<file path="src/rtl/bitgather_pkg.sv">
package bitgather_pkg;
  localparam int unsigned WORD_W    = 64;
  localparam int unsigned FIELD_W   = 8;
  localparam int unsigned INSN_W    = 32;
  localparam int unsigned OPC_LSB   = 26;
  localparam int unsigned OPC_W     = 6;
  localparam int unsigned XO_LSB    = 1;
  localparam int unsigned XO_W      = 10;
  localparam int unsigned RC_BIT    = 0;
  localparam logic [5:0]  PRIMARY_OP = 6'd31;
  localparam logic [9:0]  EXT_OP     = 10'd252;
endpackage

</file>
<file path="src/rtl/bitgather_decode.sv">
module bitgather_decode
  import bitgather_pkg::*;
(
  input  logic [INSN_W-1:0] insn,
  output logic              legal
);
  localparam int unsigned REG_LSB = XO_LSB + XO_W;
  localparam int unsigned REG_MSB = OPC_LSB - 1;

  logic opc_hit, xo_hit, rc_clear;
  logic unused_regfields;

  assign opc_hit  = insn[OPC_LSB +: OPC_W] == PRIMARY_OP;
  assign xo_hit   = insn[XO_LSB +: XO_W] == EXT_OP;
  assign rc_clear = ~insn[RC_BIT];
  // register specifier fields are routed elsewhere in the pipeline
  assign unused_regfields = ^insn[REG_MSB:REG_LSB];
  assign legal = opc_hit & xo_hit & rc_clear;
endmodule

</file>
<file path="src/rtl/bitgather_lane.sv">
module bitgather_lane #(
  parameter int unsigned DATA_W  = 64,
  parameter int unsigned FIELD_W = 8
) (
  input  logic [DATA_W-1:0]  data,
  input  logic [FIELD_W-1:0] idx,
  output logic               bit_o
);
  localparam int unsigned POS_W = $clog2(DATA_W);

  logic [DATA_W-1:0] msb_first;
  logic              in_range;

  always_comb begin
    for (int k = 0; k < DATA_W; k++) begin
      msb_first[k] = data[DATA_W-1-k];
    end
  end

  assign in_range = 32'(idx) < 32'(DATA_W);
  assign bit_o    = in_range & msb_first[idx[POS_W-1:0]];
endmodule

</file>
<file path="src/rtl/bitgather_array.sv">
module bitgather_array #(
  parameter int unsigned DATA_W  = 64,
  parameter int unsigned FIELD_W = 8
) (
  input  logic [DATA_W-1:0] sel,
  input  logic [DATA_W-1:0] data,
  output logic [DATA_W-1:0] gathered
);
  localparam int unsigned LANES = DATA_W / FIELD_W;

  logic [LANES-1:0] lane_bits;

  for (genvar g = 0; g < LANES; g++) begin : g_lane
    bitgather_lane #(.DATA_W(DATA_W), .FIELD_W(FIELD_W)) u_lane (
      .data  (data),
      .idx   (sel[g*FIELD_W +: FIELD_W]),
      .bit_o (lane_bits[g])
    );
  end

  always_comb begin
    gathered = '0;
    gathered[LANES-1:0] = lane_bits;
  end
endmodule

</file>
<file path="src/rtl/bitgather_outreg.sv">
module bitgather_outreg #(
  parameter int unsigned DATA_W = 64
) (
  input  logic              clk,
  input  logic              rst_n,
  input  logic              load_valid,
  input  logic [DATA_W-1:0] load_result,
  input  logic              load_illegal,
  output logic              load_ready,
  output logic              q_valid,
  input  logic              q_ready,
  output logic [DATA_W-1:0] q_result,
  output logic              q_illegal
);
  assign load_ready = ~q_valid | q_ready;

  always_ff @(posedge clk) begin
    if (!rst_n) begin
      q_valid   <= 1'b0;
      q_result  <= '0;
      q_illegal <= 1'b0;
    end else if (load_ready) begin
      q_valid <= load_valid;
      if (load_valid) begin
        q_result  <= load_result;
        q_illegal <= load_illegal;
      end
    end
  end
endmodule

</file>
<file path="src/rtl/bitgather_unit.sv">
module bitgather_unit
  import bitgather_pkg::*;
#(
  parameter int unsigned DATA_W  = WORD_W,
  parameter int unsigned FIELD_W = bitgather_pkg::FIELD_W
) (
  input  logic              clk,
  input  logic              rst_n,
  input  logic              in_valid,
  output logic              in_ready,
  input  logic [INSN_W-1:0] in_insn,
  input  logic [DATA_W-1:0] in_sel,
  input  logic [DATA_W-1:0] in_data,
  output logic              out_valid,
  input  logic              out_ready,
  output logic [DATA_W-1:0] out_result,
  output logic              out_illegal
);
  logic              legal;
  logic [DATA_W-1:0] gathered;
  logic [DATA_W-1:0] next_result;

  bitgather_decode u_decode (
    .insn  (in_insn),
    .legal (legal)
  );

  bitgather_array #(.DATA_W(DATA_W), .FIELD_W(FIELD_W)) u_array (
    .sel      (in_sel),
    .data     (in_data),
    .gathered (gathered)
  );

  assign next_result = legal ? gathered : '0;

  bitgather_outreg #(.DATA_W(DATA_W)) u_outreg (
    .clk          (clk),
    .rst_n        (rst_n),
    .load_valid   (in_valid),
    .load_result  (next_result),
    .load_illegal (~legal),
    .load_ready   (in_ready),
    .q_valid      (out_valid),
    .q_ready      (out_ready),
    .q_result     (out_result),
    .q_illegal    (out_illegal)
  );
endmodule

</file>
<file path="config.mk">
export PLATFORM = sky130hd
export DESIGN_NAME = bitgather_unit
export DESIGN_NICKNAME = d
export VERILOG_FILES = /design/src/rtl/bitgather_pkg.sv /design/src/rtl/bitgather_decode.sv /design/src/rtl/bitgather_lane.sv /design/src/rtl/bitgather_array.sv /design/src/rtl/bitgather_outreg.sv /design/src/rtl/bitgather_unit.sv
export SDC_FILE = /design/constraint.sdc
export NUM_CORES = 1
export LEC_CHECK = 0
export ABC_AREA = 1
export BUFFER_PORTS_ARGS = -buffer_cell sky130_fd_sc_hd__buf_2
export CELL_PAD_IN_SITES_DETAIL_PLACEMENT = 1
export CELL_PAD_IN_SITES_GLOBAL_PLACEMENT = 2
export CORE_MARGIN = 5
export CORE_UTILIZATION = 22
export DETAILED_ROUTE_END_ITERATION = 12
export HOLD_SLACK_MARGIN = 0.03
export PLACE_DENSITY = 0.85
export RECOVER_POWER = 25
export SLEW_MARGIN = 10
export SYNTH_ARGS = -nofsm -noshare
export SYNTH_HDL_FRONTEND = slang
export SYNTH_SLANG_ARGS = --single-unit
export TNS_END_PERCENT = 20
</file>
<file path="constraint.sdc">
create_clock -name clk -period 1.3 [get_ports clk]
set_clock_uncertainty 0.05 [all_clocks]
set_input_delay 0.26 -clock clk [delete_from_list [all_inputs] [get_ports clk]]
set_output_delay 0.26 -clock clk [all_outputs]
set_load 0.03 [all_outputs]
</file>
==> flow_summary_export.csv <==
group,metric,value,unit
setup_path,cp.required,1.42,ns
finish,fin_cells,1962,
grt,antenna_found_initial,1,
finish,drive_gt1_frac,0.230,
pwr,leakagePower,4.79,nW
outcome,status,"finished, violations left",
pwr,irDropWorstVdd,0.380,mV
grt,grt_max_degree,33,
yosys,synthTopCellsByCount,"nand2_1, nand3_1, buf_4, buf_6, buf_2",
grt,grt_pass1_vias,10271,
yosys,yosys_warnings,0,
setup_path,r2r_end,"u_outreg.q_result[7]",
timing,worst_slack,-0.0705,ns
grt,grt-ovfl-total,0,
flow_run,cap_violations,0,
outcome,violations,"negative setup slack",
floorplan,die_height,187,µm
pwr,finalPower,4.42,mW
setup_path,arrival,1.49,ns
placed_design,hpwl,31000,µm
floorplan,die-area,34800,µm²
grt,grt_pass1_wl,60700,µm
yosys,yosysMostFrequentCell,"nand2_1",
setup_path,setup.worst_path.start,"in_data[47]",
yosys,synth_top_area_share,0.367,
detailed_routing,drcViolationCount,0,
timing,fin_worst_hold_slack,0.241,ns
floorplan,pin_count,231,
grt,grt_usage,0.219,
timing,period_share,1.05,
yosys,ys_seq_area_frac,0.0292,
detailed_routing,via_count,10226,
placed_design,place_ws,-0.485,ns
yosys,ys_top_cells_by_area,"nand2_1, nand3_1, buf_4",
detailed_routing,drtAntennaViolNets,0,
timing,maxSlewViolCount,0,
finish,syn_to_final_growth,31.5,%
clocking,root_buffer,"clkbuf_16",
placed_design,gp_congestion,0.966,
clocking,cts_tree,"done",
setup_path,reg2reg_from,"u_outreg.q_valid",
yosys,synth_cell_types,25,
timing,layout_min_cycle_time,1.37,ns
worst_hold_path,hold_path_depth,4,
detailed_routing,firstDrtPassIters,7,
clocking,clkSinkCount,10,
placed_design,portBuffers,159,
yosys,syn_avg_cell_area,4.92,µm²
clocking,numCtsBuffers,3,
yosys,synthCells,1395,
clocking,clock_path_buffers,2,
yosys,synth_edf_count,0,
yosys,syn_area,6860,µm²
clocking,clkTransAtPathRegs,0.05,ns
clocking,htree_levels,1,
yosys,synth-seq-cells,10,
worst_hold_path,whs_endpoint,"u_outreg.q_result[4]",
yosys,async_flop_share,0,
clocking,post-cts-setup-buffers,0,
setup_path,path_max_fanout,4,
timing,setup_tns,-0.243,ns
worst_hold_path,hp-start,"in_sel[38]",
detailed_routing,drt_iter0_drc,1159,
setup_path,end_kind,"register",
worst_hold_path,hold_path.class,"in -> reg",
finish,nets,1730,
detailed_routing,finalWirelength,41000,µm
pwr,power_density,489,nW/µm²
floorplan,start_util,0.224,
timing,setup_viol,6,
detailed_routing,viasPerCell,5.21,
floorplan,fp.dieW,187,µm
yosys,synth_top_cell_by_area,"nand2_1",
setup_path,r2r_cells,5,
timing,finalHoldViolations,0,
placed_design,dp_cells,1953,
yosys,synth_ff_type,"dfxtp_1",
setup_path,r2r_slack,0.02,ns
timing,timing.fmax,0.730,GHz
floorplan,design.core.area,30700,µm²
setup_path,cp-start-kind,"input pin",
timing,rsz0062_at_grt,"yes",
detailed_routing,drt-wirelength-per-cell,20.9,µm
floorplan,rows,64,
clocking,clk_latency,0.24,ns
setup_path,path_class,"in -> reg",
per-layer routing:
metal	wire length [µm]	part of all wire	track usage	up-vias
met5	0	0	0	-
met4	3270	0.080	0.133	0
li1	-	-	-	4696
met3	3600	0.088	0.0308	179
met1	15800	0.38	0.272	4790
met2	18300	0.45	0.358	561
placed cells by master, fill, tap and decap left out:
cell type and n:
buf_2 108, buf_4 150, buf_6 6, inv_12 1, dfxtp_1 9, clkinv_8 5, nand3_1 425, nand2_2 9
nor4_1 3, buf_16 3, inv_2 7, clkbuf_16 3, a21oi_2 2, nor2_2 1, nor2_1 1, nor4_4 2
clkinv_1 1, nand2_4 1, o21ai_0 1, nor3b_2 1, clkbuf_8 1, nand3b_1 8, nor3_4 1, nand2_1 662
nor4_2 3, conb_1 56, nand4_1 1, inv_4 1, a21oi_1 8, buf_12 48, dfxtp_2 1, clkbuf_4 4
inv_8 2, diode_2 1, inv_1 30
worst max-delay path, stage by stage:
cell,delay (ns)
buf_2,0.20
buf_4,0.18
nand2_1,0.06
nand3_1,0.08
nand3_1,0.10
nand2_1,0.14
nand2_1,0.08
nand3_1,0.07
nand3b_1,0.08
nand2_1,0.07
nand2_1,0.06
a21oi_1,0.12
final cells by class:
class | instances | area [µm²]
Antenna cell | 1 | 2.50
Timing Repair Buffer | 319 | 2810
Tap cell | 396 | 495
Fill cell | 4189 | 21600
Multi-Input combinational cell | 1185 | 5160
Clock buffer | 4 | 88.8
Inverter | 47 | 269
Sequential cell | 10 | 201
power breakdown:
group          total (mW)  switching, mW  internal [mW]
Combinational        3.47           2.16           1.31
Clock               0.633          0.168          0.465
Sequential          0.315        0.00246          0.313
logic make-up after synthesis:
| group | after synthesis | share of synthesized area |
|---|---|---|
| buffers and inverters | 256 | 0.265 |
| and+or+nand+nor | 1117 | 0.697 |
| AOI/OAI and AO/OA | 11 | 0.00857 |
| other | 1 | 0.000547 |
| DFF | 10 | 0.0292 |
registers in the layout, indices dropped and copies added, names as in the netlist:
signal              count
u_outreg.q_valid        1
u_outreg.q_illegal      1
u_outreg.q_result       8
worst max-delay path by stage:
stage	endpoint	slack (ns)	depth (start not counted)
2_1_floorplan	u_outreg.q_result[5]	0.003	10
3_3_place_gp	u_outreg.q_result[5]	-0.43	9
3_5_place_dp	u_outreg.q_result[5]	-0.48	9
4_1_cts	u_outreg.q_result[1]	-0.04	12
5_1_grt	u_outreg.q_result[2]	-0.19	12
6_report	u_outreg.q_result[2]	-0.07	12
repair_timing:
item,4_1_cts,5_1_grt
pin swaps,1,1
resized for setup,77,11
hold buffers,0,0
setup endpoints to repair,8,8
gates cloned,4,0
through the flow:
step,utilization,instance area (µm²)
finish,0.294,9020
global route,0.294,9020
CTS,0.293,8970
detailed placement,0.279,8550
global placement,0.279,8550
floorplan,-,7080
Power figures use the tool's default switching activity.
